### config.mk
export PLATFORM = sky130hd
export DESIGN_NAME = cop_ctrl_regs
export DESIGN_NICKNAME = d
export VERILOG_FILES = /design/src/rtl/cop_ctrl_pkg.sv /design/src/rtl/cop_pair_cmd.sv /design/src/rtl/cop_sema_unit.sv /design/src/rtl/cop_read_mux.sv /design/src/rtl/cop_ctrl_regs.sv
export SDC_FILE = /design/constraint.sdc
export NUM_CORES = 1
export LEC_CHECK = 0
export CAP_MARGIN = 20
export CORE_ASPECT_RATIO = 0.8
export CORE_UTILIZATION = 38
export CTS_CLUSTER_DIAMETER = 60
export DETAILED_ROUTE_END_ITERATION = 12
export GPL_TIMING_DRIVEN = 0
export HOLD_SLACK_MARGIN = 0.08
export PLACE_DENSITY_LB_ADDON = 0.3
export SLEW_MARGIN = 20
export SYNTH_ARGS = -nofsm -noshare
export SYNTH_HDL_FRONTEND = slang
export SYNTH_HIERARCHICAL = 1
export SYNTH_SLANG_ARGS = --single-unit
### constraint.sdc
create_clock -name clk -period 1.07 [get_ports clk]
set_input_delay 0.214 -clock clk [delete_from_list [all_inputs] [get_ports clk]]
set_output_delay 0.214 -clock clk [all_outputs]
set_load 0.01 [all_outputs]
### src/rtl/cop_ctrl_pkg.sv
package cop_ctrl_pkg;

    localparam int SIG_N    = 8;
    // paired flags: halt, irq, single-step, break-irq enable, signals
    localparam int PAIR_N   = 4 + SIG_N;
    localparam int PI_HALT  = 0;
    localparam int PI_IRQ   = 1;
    localparam int PI_SSTEP = 2;
    localparam int PI_IBRK  = 3;
    localparam int PI_SIG0  = 4;

    // write-word layout
    localparam int WB_BRK_CLR = 2;
    localparam int WB_TOP     = 10 + 2 * (SIG_N - 1);

    // read-word layout
    localparam int RB_HALT  = 0;
    localparam int RB_BRK   = 1;
    localparam int RB_SSTEP = 5;
    localparam int RB_IBRK  = 6;
    localparam int RB_SIG0  = 7;

    typedef struct packed {
        logic             halt;
        logic             brk;
        logic             sstep;
        logic             ibrk;
        logic [SIG_N-1:0] sig;
        logic             irq;
        logic             sema;
    } ctrl_state_t;

    // clear-bit position of paired flag idx; its set bit is one above
    function automatic int pair_clr_pos(input int idx);
        if (idx == PI_HALT) return 0;
        if (idx == PI_IRQ)  return 3;
        return 5 + 2 * (idx - PI_SSTEP);
    endfunction

endpackage

### src/rtl/cop_pair_cmd.sv
module cop_pair_cmd #(
    parameter int N = 4
) (
    input  logic [N-1:0] cur_i,
    input  logic [N-1:0] clr_i,
    input  logic [N-1:0] set_i,
    output logic [N-1:0] nxt_o
);
    for (genvar g = 0; g < N; g++) begin : g_flag
        always_comb begin
            unique case ({set_i[g], clr_i[g]})
                2'b10:   nxt_o[g] = 1'b1;
                2'b01:   nxt_o[g] = 1'b0;
                default: nxt_o[g] = cur_i[g];
            endcase
        end
    end
endmodule

### src/rtl/cop_sema_unit.sv
module cop_sema_unit (
    input  logic cur_i,
    input  logic claim_i,
    input  logic rel_i,
    output logic nxt_o
);
    always_comb begin
        if (rel_i)
            nxt_o = 1'b0;
        else if (claim_i)
            nxt_o = 1'b1;
        else
            nxt_o = cur_i;
    end
endmodule

### src/rtl/cop_read_mux.sv
module cop_read_mux
    import cop_ctrl_pkg::*;
#(
    parameter int ADDR_W    = 2,
    parameter int DATA_W    = 32,
    parameter int STAT_ADDR = 0,
    parameter int SEMA_ADDR = 1
) (
    input  ctrl_state_t       st_i,
    input  logic              rd_en_i,
    input  logic [ADDR_W-1:0] addr_i,
    output logic [DATA_W-1:0] word_o
);
    logic [DATA_W-1:0] stat_word;

    always_comb begin
        stat_word           = '0;
        stat_word[RB_HALT]  = st_i.halt;
        stat_word[RB_BRK]   = st_i.brk;
        stat_word[RB_SSTEP] = st_i.sstep;
        stat_word[RB_IBRK]  = st_i.ibrk;
        for (int k = 0; k < SIG_N; k++)
            stat_word[RB_SIG0 + k] = st_i.sig[k];
    end

    always_comb begin
        word_o = '0;
        if (rd_en_i) begin
            if (addr_i == ADDR_W'(STAT_ADDR))
                word_o = stat_word;
            else if (addr_i == ADDR_W'(SEMA_ADDR))
                word_o[0] = st_i.sema;
        end
    end
endmodule

### src/rtl/cop_ctrl_regs.sv
module cop_ctrl_regs
    import cop_ctrl_pkg::*;
#(
    parameter int ADDR_W    = 2,
    parameter int DATA_W    = 32,
    parameter int STAT_ADDR = 0,
    parameter int SEMA_ADDR = 1
) (
    input  logic              clk,
    input  logic              rst_n,
    input  logic [ADDR_W-1:0] addr_i,
    input  logic [DATA_W-1:0] wdata_i,
    input  logic              wr_en_i,
    input  logic              rd_en_i,
    output logic [DATA_W-1:0] rdata_o,
    input  logic              brk_pulse_i,
    output logic              irq_o,
    output logic              halt_o
);
    localparam ctrl_state_t RESET_ST = '{halt: 1'b1, default: '0};

    ctrl_state_t       state_d, state_q;
    logic              wr_stat, wr_sema, rd_sema;
    logic [PAIR_N-1:0] pair_cur, pair_clr, pair_set, pair_nxt;
    logic              sema_nxt;
    logic              unused_hi;

    assign unused_hi = ^wdata_i[DATA_W-1:WB_TOP+1];

    assign wr_stat = wr_en_i && (addr_i == ADDR_W'(STAT_ADDR));
    assign wr_sema = wr_en_i && (addr_i == ADDR_W'(SEMA_ADDR));
    assign rd_sema = rd_en_i && (addr_i == ADDR_W'(SEMA_ADDR));

    // command decode for every paired flag
    for (genvar g = 0; g < PAIR_N; g++) begin : g_dec
        localparam int CP = pair_clr_pos(g);
        assign pair_clr[g] = wr_stat && wdata_i[CP];
        assign pair_set[g] = wr_stat && wdata_i[CP + 1];
    end

    always_comb begin
        pair_cur           = '0;
        pair_cur[PI_HALT]  = state_q.halt;
        pair_cur[PI_IRQ]   = state_q.irq;
        pair_cur[PI_SSTEP] = state_q.sstep;
        pair_cur[PI_IBRK]  = state_q.ibrk;
        for (int k = 0; k < SIG_N; k++)
            pair_cur[PI_SIG0 + k] = state_q.sig[k];
    end

    cop_pair_cmd #(.N(PAIR_N)) u_pairs (
        .cur_i (pair_cur),
        .clr_i (pair_clr),
        .set_i (pair_set),
        .nxt_o (pair_nxt)
    );

    cop_sema_unit u_sema (
        .cur_i   (state_q.sema),
        .claim_i (rd_sema),
        .rel_i   (wr_sema),
        .nxt_o   (sema_nxt)
    );

    always_comb begin
        state_d       = state_q;
        state_d.halt  = pair_nxt[PI_HALT];
        state_d.irq   = pair_nxt[PI_IRQ];
        state_d.sstep = pair_nxt[PI_SSTEP];
        state_d.ibrk  = pair_nxt[PI_IBRK];
        for (int k = 0; k < SIG_N; k++)
            state_d.sig[k] = pair_nxt[PI_SIG0 + k];
        if (wr_stat && wdata_i[WB_BRK_CLR])
            state_d.brk = 1'b0;
        // core break event overrides software for halt/break/irq raise
        if (brk_pulse_i) begin
            state_d.halt = 1'b1;
            state_d.brk  = 1'b1;
            if (state_q.ibrk)
                state_d.irq = 1'b1;
        end
        state_d.sema = sema_nxt;
    end

    always_ff @(posedge clk or negedge rst_n) begin
        if (!rst_n)
            state_q <= RESET_ST;
        else
            state_q <= state_d;
    end

    cop_read_mux #(
        .ADDR_W    (ADDR_W),
        .DATA_W    (DATA_W),
        .STAT_ADDR (STAT_ADDR),
        .SEMA_ADDR (SEMA_ADDR)
    ) u_rmux (
        .st_i    (state_q),
        .rd_en_i (rd_en_i),
        .addr_i  (addr_i),
        .word_o  (rdata_o)
    );

    assign irq_o  = state_q.irq;
    assign halt_o = state_q.halt;
endmodule

# ---- Word-level counts from Yosys, hierarchy flattened
# Cells that the tools add are included.
dict set report classes {
  bitwise_logic 0
  n_mul 0
  eq_ne 25
  muxes 22
  div_mod_pow 0
  n_addsub 0
  shifts 0
  n_reduce_logical 42
  magnitude_cmp 0
}
# operator count
set ops {}
lappend ops {{$mux 32} 1}
lappend ops {{$logic_and 1x1->1} 28}
lappend ops {{$eq 2x1->1 const B} 13}
lappend ops {{$eq 2x2->1 const B} 12}
lappend ops {{$pmux 1 s2} 12}
lappend ops {{$reduce_bool 2->1} 12}
lappend ops {{$mux 14} 1}
lappend ops {{$mux 1} 7}
lappend ops {{$reduce_bool 3->1} 1}
lappend ops {{$logic_not 2->1} 1}
lappend ops {{$mux 2} 1}
dict set report totals {
  elab_cells 103
  out_inout_bits 34
  mem_count 0
  romBits 0
  ramBits 0
  latch_bits 0
  ff_bits 14
}

# ---- Depth between registers and ports, before layout
dict set report depth {
  word_depth 7
  mapped_depth 6
  depth_no_buf 6
}

# ---- Cells and area by module
# Netlist, hierarchy kept.
# module area_per_inst_um2 instances cells_per_inst
set modules_own_cells {}
lappend modules_own_cells {cop_ctrl_regs 601.8 1 48}
lappend modules_own_cells {cop_pair_cmd 375.4 1 36}
lappend modules_own_cells {cop_read_mux 260.2 1 36}
lappend modules_own_cells {cop_sema_unit 10.0 1 1}

# ---- Worst setup path before layout
# No wires, ideal clock.
dict set report synth_path {
  path_type {input-to-reg}
  from {in addr_i[1]}
  to {reg state_q, in the netlist halt_o}
  setup_slack_ns -0.544
  stages 6
  arrival_time_ns 1.530
  setup_ns 0.084
  required_time_ns 0.986
  n_path_buf 0
  cell_sequence {nor3b_4 and2_2 inv_1 ha_1 mux2_4 or2_2}
}
# item line_no
set synth_lines {}
lappend synth_lines {{start: declaration} cop_ctrl_regs.sv:11} ;# input logic [ADDR_W-1:0] addr_i,
lappend synth_lines {{end signal: assignment} cop_ctrl_regs.sv:89} ;# state_q <= state_d;
lappend synth_lines {{end: declaration} cop_ctrl_regs.sv:22} ;# ctrl_state_t state_d, state_q;

# ---- Worst setup path in the final report
dict set report layout_path {
  from {reg state_q, in the netlist halt_o}
  to {out rdata_o[0]}
}
dict set report layout_between {
  elab_chain_len 2
}
# item line_no
set layout_lines {}
lappend layout_lines {{$mux 1} cop_read_mux.sv:29} ;# if (addr_i == ADDR_W'(STAT_ADDR))
lappend layout_lines {{$mux 32} cop_read_mux.sv:28} ;# if (rd_en_i) begin
lappend layout_lines {{end: declaration} cop_ctrl_regs.sv:15} ;# output logic [DATA_W-1:0] rdata_o,
# No other way between the ends.

==> flow_metrics.env <==
export IMPL_clk_insertion_delay_late_ns=0.26
export IMPL_max_cap_violations=0
export IMPL_failed_checks="negative setup slack"
export IMPL_synth_adder_area_share_pct=12.0
export IMPL_cp_required_ns=0.86
export IMPL_nets=262
export IMPL_rrSetupSlack_ns=0.03
export IMPL_grt_usage_pct=19.2
export IMPL_ioPinCount=73
export IMPL_n_antenna_cell=0
export IMPL_fin_cells=250
export IMPL_grt_setup_unrepaired="true"
export IMPL_cts_tree="done"
export IMPL_layout_common_cells="30 x and2_4, 28 x buf_4, 27 x clkdlybuf4s50_1, 26 x buf_6, 20 x conb_1"
export IMPL_cp_max_fo=2
export IMPL_cts_made_buffers=3
export IMPL_antenna_found_initial=0
export IMPL_tns_ns=-6.88
export IMPL_finalHoldViolations=0
export IMPL_viasPerCell=4.19
export IMPL_area_growth_pct=85.8
export IMPL_crit_chain="buf_4 > mux2i_2 > nor3b_2 > buf_2"
export IMPL_slew_headroom_pct=54.5
export IMPL_clkTransAtPathRegs_ns=0.07
export IMPL_maxSlewViolCount=0
export IMPL_grtUsageMet3_pct=5.39
export IMPL_synth_compound_area_share_pct=1.91
export IMPL_vias=1048
export IMPL_root_buffer="clkbuf_8"
export IMPL_synth_mux_area_share_pct=15.2
export IMPL_critPathKind="flip-flop to primary output"
export IMPL_grt_pass1_wl_mm=4.82
export IMPL_dp_cells=225
export IMPL_synth_top_family_by_area="simple AND/OR/NAND/NOR gates"
export IMPL_fin_util_pct=74.6
export IMPL_final_min_clock_period_ns=1.50
export IMPL_synth_seq_cells=14
export IMPL_ys_async_sr_fraction_pct=100
export IMPL_place_gp_congestion=0.720
export IMPL_grt_use_met2_pct=34.5
export IMPL_max_stage_delay_ns=0.53
export IMPL_endpoint_kind="primary output"
export IMPL_num_rows=18
export IMPL_hold_buffers=0
export IMPL_power_density_mw_per_mm2=759
export IMPL_status="finished with violations"
export IMPL_cp_arrival_ns=1.28
export IMPL_routed_wl_mm=3.22
export IMPL_busiest_layer="met2"
export IMPL_seq_area_frac_synth_pct=28.2
export IMPL_yosys_area_share_xor_xnor_pct=0
export IMPL_start_kind="flip-flop"
export IMPL_postRouteAntennaNets=0
export IMPL_finalWorstSetupSlack_ns=-0.429
export IMPL_mostFrequentLayoutCell="and2_4"
export IMPL_crit_family="flip-flops"
export IMPL_grt_max_degree=15
export IMPL_grt_ovfl_total=0
export IMPL_cts_sinks=14
export IMPL_synth_simple_area_share_pct=24.0
export IMPL_ir_worst_vdd_v=0.000521
export IMPL_setup_viol=25
export IMPL_r2r_start="halt_o"
export IMPL_port_buffers=45
export IMPL_h_tree_depth=1
export IMPL_synth_cell_types=20
export IMPL_r2r_end="halt_o"
export IMPL_die_h_um=53.2
export IMPL_grt_pass1_vias=1030
export IMPL_worst_r2r_cell_count=3
export IMPL_hold_path_class="input port to async pin"
export IMPL_worst_pin_slew_ns=0.681
export IMPL_finalCritPeriodShare_pct=140
export IMPL_clk_path_buf_depth=2
export IMPL_firstDrtPassIters=4
export IMPL_max_freq_mhz=667
export IMPL_slowest_stage="dfstp_2"
export IMPL_ys_warn_count=6
export IMPL_drive_gt1_share_pct=68.1
export IMPL_start_util_pct=40.1
export IMPL_dieArea_mm2=0.00352
export IMPL_synth_area_mm2=0.00125
export IMPL_drt_iter0_markers=22
export IMPL_p_leak_nw=1.16
export IMPL_cp_num_buf_inv=2
export IMPL_coreArea_mm2=0.00311
export IMPL_synth_edf_count=0
export IMPL_syn_area_per_cell_um2=10.3
export IMPL_dp_hpwl_mm=1.86
export IMPL_grt_util_met1_pct=22.8
export IMPL_synthFlopType="dfrtp_1"
export IMPL_die_w_um=66.1
export IMPL_skew_ns=0.00663
export IMPL_synth_cells=121
export IMPL_drc=0
export IMPL_detail_route_wl_per_cell_um=12.9
-- synthesized netlist by cell type, types with 2 or more instances --
cell | n | area share [%]
and2_2 | 9 | 5.4
and2_1 | 26 | 13
inv_1 | 13 | 3.9
ha_1 | 12 | 12
mux2_4 | 12 | 14
buf_6 | 2 | 1.8
buf_4 | 21 | 13
dfrtp_1 | 13 | 26
and3b_2 | 2 | 1.6
-- layer usage --
metal | vias up | wire length (um)
met2 | 44 | 1640
li1 | 521 | -
met3 | 3 | 207
met4 | 0 | 14
met5 | - | 0
met1 | 480 | 1360
-- sequential cells by signal, indices dropped and copies added, names as in the netlist --
signal / cells
pair_cur: 10
irq_o: 1
halt_o: 1
state_q: 2
-- layout make-up --
type,count,area (um^2)
tap,40,50.0
inverter,13,48.8
buffer,22,173
clock buffer,4,55.1
multi-input combinational,90,973
timing repair buffer,67,666
sequential,14,352
fill,212,791
-- cell families (layout without fill, tap and decap cells) --
group / after synthesis / after routing
flops: 14 / 14
buf+inv: 36 / 106
compound gates: 3 / 3
mux: 13 / 13
other cells: 1 / 20
simple gates: 42 / 42
fa+ha+maj: 12 / 12
-- power by group --
part	internal [mW]	switching, mW	leakage, nW
Clock	0.327	0.217	0.0288
Combinational	0.404	0.208	0.947
Sequential	0.577	0.0269	0.182
Total	1.31	0.452	1.16
-- repair_timing --
item                                   in CTS  in global routing
setup buffers                              17                  4
cloned                                      3                  0
endpoints found under the hold margin       0                  0
resized for setup                         150                  8
setup endpoints to repair                  28                 25
pin swaps                                  26                  6
-- how the worst max path moves through the flow --
| stage | startpoint | to | slack (ns) | cells after the start |
|---|---|---|---|---|
| 4_1_cts | halt_o | rdata_o[0] | -0.38 | 4 |
| 5_1_grt | halt_o | rdata_o[0] | -0.47 | 4 |
| 3_5_place_dp | addr_i[0] | irq_o | -1.24 | 7 |
| 2_1_floorplan | addr_i[0] | halt_o | -0.49 | 6 |
| 3_3_place_gp | addr_i[0] | halt_o | -1.19 | 7 |
| 6_report | halt_o | rdata_o[0] | -0.43 | 4 |
-- metrics by stage --
| step | setup WS (ns) | hold slack, ns | instance area (um^2) | power [mW] |
|---|---|---|---|---|
| 2_1_floorplan | -0.487 | -0.0816 | 1370 | 0.872 |
| 3_3_place_gp | -1.19 | 0.471 | 1870 | 1.06 |
| 3_5_place_dp | -1.24 | 0.484 | 1870 | 1.08 |
| 4_1_cts | -0.385 | 0.366 | 2290 | 1.72 |
| 5_1_grt | -0.470 | 0.368 | 2320 | 1.85 |
| 6_report | -0.429 | 0.370 | 2320 | 1.76 |
(Power assumes the default switching activity.)
